**config.mk**
```make
export PLATFORM = sky130hd
export DESIGN_NAME = dual_section_counter
export DESIGN_NICKNAME = d
export VERILOG_FILES = /design/src/rtl/dsc_pkg.sv /design/src/rtl/dsc_ctrl.sv /design/src/rtl/dsc_datapath.sv /design/src/rtl/dual_section_counter.sv
export SDC_FILE = /design/constraint.sdc
export NUM_CORES = 1
export LEC_CHECK = 0
export ABC_AREA = 0
export BUFFER_PORTS_ARGS = -buffer_cell sky130_fd_sc_hd__buf_2
export CORE_MARGIN = 2
export CORE_UTILIZATION = 30
export DETAILED_ROUTE_END_ITERATION = 12
export REMOVE_ABC_BUFFERS = 1
export SLEW_MARGIN = 10
export SYNTH_ARGS = -nofsm -noshare
export SYNTH_HDL_FRONTEND = slang
export SYNTH_SLANG_ARGS = --single-unit
```
**constraint.sdc**
```tcl
create_clock -name sysClk -period 0.8 [get_ports sysClk]
set_clock_uncertainty 0.1 [all_clocks]
set_input_delay 0.16 -clock sysClk [delete_from_list [all_inputs] [get_ports sysClk]]
set_output_delay 0.16 -clock sysClk [all_outputs]
set_load 0.01 [all_outputs]
```
**src/rtl/dsc_pkg.sv**
```systemverilog
package dsc_pkg;

  // Per-cycle strobes from control to datapath
  typedef struct packed {
    logic loadNow;   // capture loadVal this cycle
    logic stepLow;   // toggle the low section
    logic stepHigh;  // advance the high section
  } dscStep_t;

endpackage

```
**src/rtl/dsc_ctrl.sv**
```systemverilog
module dsc_ctrl
  import dsc_pkg::*;
#(
  parameter int SYNC_STAGES = 2
) (
  input  logic     sysClk,
  input  logic     clrN,
  input  logic     cntClkA,
  input  logic     cntClkB,
  input  logic     loadN,
  output logic     runN,
  output dscStep_t ctl
);

  localparam int NSIG = 3;
  localparam int IDX_A = 0;
  localparam int IDX_B = 1;
  localparam int IDX_LOAD = 2;
  // Idle levels after clear: count clocks low, load inactive (high)
  localparam logic [NSIG-1:0] IDLE_PAT = 3'b100;

  logic [NSIG-1:0] rawIn;
  logic [NSIG-1:0] synced;
  logic [NSIG-1:0] prevS;
  logic [NSIG-1:0] fallS;
  logic            holdOff;
  logic [SYNC_STAGES-1:0] rstStg;

  assign rawIn = {loadN, cntClkB, cntClkA};

  // Clear: asserts at once, releases through the synchronizer chain
  always_ff @(posedge sysClk or negedge clrN) begin
    if (!clrN) rstStg <= '0;
    else       rstStg <= {rstStg[SYNC_STAGES-2:0], 1'b1};
  end
  assign runN = rstStg[SYNC_STAGES-1];

  for (genvar g = 0; g < NSIG; g++) begin : g_sync
    logic [SYNC_STAGES-1:0] stg;
    always_ff @(posedge sysClk or negedge clrN) begin
      if (!clrN) stg <= {SYNC_STAGES{IDLE_PAT[g]}};
      else       stg <= {stg[SYNC_STAGES-2:0], rawIn[g]};
    end
    assign synced[g] = stg[SYNC_STAGES-1];
  end

  always_ff @(posedge sysClk or negedge clrN) begin
    if (!clrN) prevS <= IDLE_PAT;
    else       prevS <= synced;
  end

  assign fallS = prevS & ~synced;
  // No stepping while loading, nor in the cycle the load releases
  assign holdOff = ~synced[IDX_LOAD] | ~prevS[IDX_LOAD];

  always_comb begin
    ctl.loadNow  = ~synced[IDX_LOAD];
    ctl.stepLow  = fallS[IDX_A] & ~holdOff;
    ctl.stepHigh = fallS[IDX_B] & ~holdOff;
  end

endmodule

```
**src/rtl/dsc_datapath.sv**
```systemverilog
module dsc_datapath
  import dsc_pkg::*;
#(
  parameter int CNT_W   = 4,
  parameter bit HI_MOD8 = 1'b0
) (
  input  logic             sysClk,
  input  logic             rstN,
  input  dscStep_t         ctl,
  input  logic [CNT_W-1:0] loadVal,
  output logic [CNT_W-1:0] cnt
);

  localparam int HI_W = CNT_W - 1;
  localparam logic [HI_W-1:0] HI_LAST =
    HI_MOD8 ? HI_W'((1 << HI_W) - 1) : HI_W'(4);

  logic [HI_W-1:0] hiCur;
  logic [HI_W-1:0] hiNext;

  assign hiCur = cnt[CNT_W-1:1];
  // Codes above the last legal value fall back to zero as well
  assign hiNext = (hiCur >= HI_LAST) ? '0 : hiCur + HI_W'(1);

  always_ff @(posedge sysClk or negedge rstN) begin
    if (!rstN) begin
      cnt <= '0;
    end else if (ctl.loadNow) begin
      cnt <= loadVal;
    end else begin
      if (ctl.stepLow)  cnt[0]         <= ~cnt[0];
      if (ctl.stepHigh) cnt[CNT_W-1:1] <= hiNext;
    end
  end

endmodule

```
**src/rtl/dual_section_counter.sv**
```systemverilog
module dual_section_counter
  import dsc_pkg::*;
#(
  parameter int CNT_W       = 4,
  parameter bit HI_MOD8     = 1'b0,
  parameter int SYNC_STAGES = 2
) (
  input  logic             sysClk,
  input  logic             cntClkA,
  input  logic             cntClkB,
  input  logic             clrN,
  input  logic             loadN,
  input  logic [CNT_W-1:0] loadVal,
  output logic [CNT_W-1:0] cnt
);

  dscStep_t ctl;
  logic     runN;

  dsc_ctrl #(.SYNC_STAGES(SYNC_STAGES)) u_ctrl (
    .sysClk (sysClk),
    .clrN   (clrN),
    .cntClkA(cntClkA),
    .cntClkB(cntClkB),
    .loadN  (loadN),
    .runN   (runN),
    .ctl    (ctl)
  );

  dsc_datapath #(.CNT_W(CNT_W), .HI_MOD8(HI_MOD8)) u_dp (
    .sysClk (sysClk),
    .rstN   (runN),
    .ctl    (ctl),
    .loadVal(loadVal),
    .cnt    (cnt)
  );

endmodule

```
Word level (Yosys, flattened, before mapping). Index checks and enable logic that the tools add are counted.

Input port bits: 9. Register bits: 15. Output and inout bits: 4. Logic and storage cells: 24.

Bitwise gates (word level): 9. Add/sub/neg operators: 1. Mux-type cells: 4. Equality and inequality tests: 2. $lt $le $gt $ge: 1.

Operators by type and width (count): 3-bit 2-to-1 mux (2); 4-bit 2-to-1 mux (1); 2-bit != test, second input constant (2); 1-bit NOT (4); 3-bit by 1-bit adder with 3-bit output, second input constant (1); 3-bit >= comparator, second input constant (1); 1-bit bitwise AND (2); 2-bit bitwise AND (1); 2-bit NOT (1); 1-bit 2-to-1 mux (1); 1-bit bitwise OR (1).

Depth between registers and ports, before layout.
Depth in word-level cells: 6. Depth in mapped cells: 4. Depth with buffers taken out: 4.

Cells and area by module. From an unflattened synthesis, not the netlist that was laid out.

Cells, all modules: 39. Area total of the unflattened synthesis: 540.5 um2.

By module, submodules not included: dsc_ctrl (instances 1, cells an instance 15, area each 306.5 um2, seq. area each 279.0 um2); dsc_datapath (instances 1, cells an instance 24, area each 234.0 um2, seq. area each 100.1 um2).

Least setup slack after synthesis. OpenSTA, ideal clock, no wires.

Kind: reg-to-reg. Start point: register u_dp.cnt[1]. End point: register u_dp.cnt[2]. Buffers on the path: 0. Required time: 618 ps. Arrival: 1203 ps. Library setup time: 82 ps. Cell stages (with the launch flop): 5. Period minus slack after synthesis: 1385 ps. Path slack: -585 ps. Cells stage by stage: dfrtp_1 -> inv_1 -> ha_1 -> or3b_1 -> a31oi_1.

Word-level cells in the longest chain between the ends: 4. Elaborated cells between the ends (all ways): 5. Classes of those cells: add/sub: 1; order compare: 1; mux: 3.

Ends and longest elaborated chain: start: declaration (RTL line dsc_datapath.sv:11) `output logic [CNT_W-1:0] cnt`; start signal: assignment (RTL line dsc_datapath.sv:29) `cnt <= loadVal;`; start signal: indexed assignment (RTL line dsc_datapath.sv:32) `if (ctl.stepHigh) cnt[CNT_W-1:1] <= hiNext;`; 3-bit by 1-bit adder with 3-bit output / 3-bit >= comparator (equally long branches) (RTL line dsc_datapath.sv:23) `assign hiNext = (hiCur >= HI_LAST) ? '0 : hiCur + HI_W'(1);`; 3-bit 2-to-1 mux * (RTL line dsc_datapath.sv:23); 3-bit 2-to-1 mux * (RTL line dsc_datapath.sv:32); 4-bit 2-to-1 mux * (RTL line dsc_datapath.sv:28) `end else if (ctl.loadNow) begin`.

Mark *: on every way between the ends. The rest lies on a longest branch, timed or not. The select of a mux whose other input is x is not followed. A chain may end at the register's enable or synchronous reset.

Worst setup path after layout. Same ends and word-level chain as after synthesis.

==> reports/metrics.sh <==
DP_HPWL_UM=508.4
DRT_PRE_ANTENNA_ITERS=4
PLACEMENT.IO_BUFFERS=12
MAX_FREQ_MHz=733.9
SYNTHARSTFLOPSHARE=1.000
VIAS=346
WORSTPATHBUFFERINVERTERCOUNT=1
CTS_TREE='done'
FINAL_LAYOUT_SIZE_SUFFIX_GT1_FRAC=0.4219
POSTLAYOUTCOREUTIL=0.4422
OUTCOME='complete, but fails checks'
TIMING.CRITICAL_PATH.SLOWEST_CELL_DELAY_NS=0.37
DPL_CELL_AREA_UM2=636.9
DIEHEIGHT_UM=46
FINAL_PERIOD_MINUS_WORST_SETUP_SLACK_NS=1.363
WIRELENGTH_UM=744
WORST_PATH_DOMINANT_CELL_FAMILY='flip-flops'
CTSLONGESTPATHBUFFERS=2
YOSYS.AREA_SHARE.ADDER=0.04728
INSERTEDDIODECOUNT=0
STD_CELL_ROWS=15
DRV.MAX_CAP_VIOLATION_COUNT=0
SYNTH_COMPOUND_AREA_FRAC=0.04492
NUMBER_OF_GLOBAL_ROUTE_VIAS_BEFORE_REPAIR=306
PEAKVDDDROP_mV=1.279
WORST_EP_REQUIRED_TIME_NS=0.91
CLKSINKCOUNT=15
HTREEDEPTH=1
SYN_AVG_CELL_AREA_UM2=13.93
GLOBALROUTEOVERFLOWTOTAL=0
CRIT_ARRIVAL_NS=1.47
P_LEAK_nW=0.3697
TIMING.SETUP.TNS_NS=-3.178
CLOCK-ROOT-BUFFER='sky130_fd_sc_hd__clkbuf_4'
CORE_BOX_AREA_MM2=0.001689
YOSYS.AREA_SHARE.SIMPLE=0.1466
FIRST_ITER_VIOLATIONS=5
SYNTHDISTINCTLIBCELLS=15
AVGVIACOUNTPERCELL=4.272
GPL.FINAL_WEIGHTED_CONGESTION=0.7101
PIN_COUNT_OF_THE_BIGGEST_NET_ENTERING_GLOBAL_ROUTING=12
YOSYS_WARNINGS=0
CRIT_PATH_START_KIND='flop'
ANTENNA_FOUND_INITIAL=0
CTS_INSERTED_BUFFERS=3
CTS.HOLD.BUFFERS_ADDED=4
SYNTH_FLOP_CELL='sky130_fd_sc_hd__dfrtp_1'
WORST_SKEW_PAIR.LATE_LATENCY_NS=0.28
RSZ_0062_RAISED_AFTER_GLOBAL_ROUTING='yes'
KIND_OF_CRITICAL_PATH='flop to flop'
FINAL.FILL_COUNT=165
ROUTE.ANTENNA.REMAINING_NETS=0
SEQ_AREA_FRAC_SYNTH=0.7163
DETAIL_ROUTE.DRC_VIOLATIONS=0
SYNTH.CELL_AREA_UM2=529.3
CRITPATHSLOWESTCELL='sky130_fd_sc_hd__dfrtp_1'
DIE-WIDTH_UM=46
FIN_CRIT_SH=1.703
CRITPATHCAPTURETYPE='flop'
FLOORPLAN.INITIALDENSITY=0.3133
FAILED_CHECKS='hold timing, setup timing'
SETUP_VIOL=8
PORTION_OF_NETLIST_AREA_OCCUPIED_BY_MUX_CELLS=0
SLEW_VIOL_FINAL=0
LAYOUT.CELL_AREA.NON_FILLER_UM2=747.0
HP-CLASS='flop to async pin'
GRT_FIRST_PASS_WIRELENGTH_MM=1.297
DESIGN.FINAL.NETS=76
DRT-WIRELENGTH-PER-CELL_UM=9.185
TIMING.HOLD.WS_NS=-0.03247
POSTSYNTHREGISTERBITS=15
IOS=13
SYN-INSTANCE-COUNT=38
TIMING.CRITICAL_PATH.CELLS='inv_1 -> ha_1 -> or3b_1 -> a31oi_1'
DOMINANT_COMBINATIONAL_CELL_FAMILY_BY_AREA_AFTER_SYNTHESIS='simple AND/OR/NAND/NOR gates'
WORST-PATH-MAX-FANOUT=2
POWER.DENSITY_mW_PER_MM2=1950
CLK_PIN_SLEW_NS=0.08
SYNTH_EDF_COUNT=0
GROUTE.USAGE.OVERALL=0.09934
FINAL-HOLD-VIOLATION-COUNT=4
AREA_GROWTH_PCT=41.13
POST-ROUTE-WORST-SETUP-SLACK_NS=-0.5627
FP.DIEAREA_MM2=0.002116
PARITY_GATE_SHARE_OF_THE_SYNTHESIZED_AREA_COUNTING_XOR_AND_XNOR_CELLS=0.01655
cells by family (layout without fill, tap and decap cells):
group	count (synthesis)	in the layout
other	1	1
adder cells (fa/ha/maj)	2	2
AND/OR/NAND/NOR	12	12
buffers and inverters	3	29
XOR/XNOR	1	1
flip-flops	15	15
AO/OA/AOI/OAI	4	4
stage by stage:
stage	std cells	worst slack (ns)	power, mW
after floorplan	37	-0.5853	0.9182
after global placement	70	-0.5346	1.003
after detailed placement	70	-0.5679	1.003
after CTS	81	-0.5612	1.473
after global routing	81	-0.5982	1.543
final	81	-0.5627	1.457
cell usage in the layout, fill, tap and decap left out:
master,count
sky130_fd_sc_hd__nor2_1,4
sky130_fd_sc_hd__conb_1,1
sky130_fd_sc_hd__buf_4,5
sky130_fd_sc_hd__buf_2,10
sky130_fd_sc_hd__inv_1,2
sky130_fd_sc_hd__nand2_1,3
sky130_fd_sc_hd__ha_1,2
sky130_fd_sc_hd__dfrtp_1,12
sky130_fd_sc_hd__a31oi_1,3
sky130_fd_sc_hd__dlygate4sd3_1,4
sky130_fd_sc_hd__nand3b_1,1
sky130_fd_sc_hd__or3_1,1
sky130_fd_sc_hd__buf_6,4
sky130_fd_sc_hd__nand3b_4,1
sky130_fd_sc_hd__or3b_1,2
sky130_fd_sc_hd__dfstp_2,3
sky130_fd_sc_hd__a21oi_1,1
sky130_fd_sc_hd__clkinv_2,1
sky130_fd_sc_hd__xor2_1,1
sky130_fd_sc_hd__clkbuf_4,3
final cells by class:
class	count	area, um2	share of cell area
clock inverters	1	5.005	0.006700
clock buffers	3	22.52	0.03015
repair buffers	23	172.7	0.2312
multi-input cells	20	138.9	0.1859
flip-flops and latches	15	379.1	0.5075
inverters	2	7.507	0.01005
well taps	17	21.27	0.02848
report_power, final:
| group | leakage [nW] | switching (mW) | internal [mW] |
|---|---|---|---|
| Sequential | 0.170 | 0.0347 | 0.813 |
| Combinational | 0.182 | 0.0724 | 0.119 |
| Clock | 0.0177 | 0.232 | 0.186 |
| Total | 0.370 | 0.339 | 1.12 |
cell usage after synthesis (2+ instances only):
cell type	count	area, um2
sky130_fd_sc_hd__ha_1	2	25.02
sky130_fd_sc_hd__a31oi_1	3	18.77
sky130_fd_sc_hd__nor2_1	4	15.01
sky130_fd_sc_hd__or3b_1	2	17.52
sky130_fd_sc_hd__dfstp_2	3	78.83
sky130_fd_sc_hd__inv_1	2	7.510
sky130_fd_sc_hd__dfrtp_1	12	300.3
sky130_fd_sc_hd__nand2_1	3	11.26
path summary, 6_finish.rpt:
kind | from | endpoint | slack (ns) | cells past startpoint
setup / recovery | u_dp.cnt[1] | u_dp.cnt[2] | -0.56 | 4
hold / removal | u_ctrl.rstStg[1] | u_dp.cnt[0] | -0.03 | 0
setup reg to reg | u_dp.cnt[1] | u_dp.cnt[2] | -0.56 | 4
hold reg to reg | u_ctrl.rstStg[1] | u_dp.cnt[0] | -0.03 | 0
max in group asynchronous | clrN | u_ctrl.g_sync[2].stg[0] | 0.20 | 2
min in group sysClk | loadVal[0] | u_dp.cnt[0] | 0.02 | 3
sequential cells by signal, indices dropped and copies added, names as in the netlist:
register / cells
u_ctrl.prevS: 3
u_dp.cnt: 4
u_ctrl.g_sync.stg: 6
u_ctrl.rstStg: 2
metal layers:
metal	up-vias	share of wire	track usage
met5	-	0	0
met4	0	0.034	0.08571
met3	5	0.097	0.07143
met2	14	0.41	0.1278
met1	153	0.46	0.1061
li1	174	-	-
timing repair:
action | 4_1_cts | 5_1_grt
setup buffers | 3 | 0
endpoints found under the setup margin | 9 | 9
hold endpoints to repair | 18 | 4
gates resized for setup | 1 | 3
pin swaps | 3 | 2
Note: power is estimated with default switching activity, not from simulation.
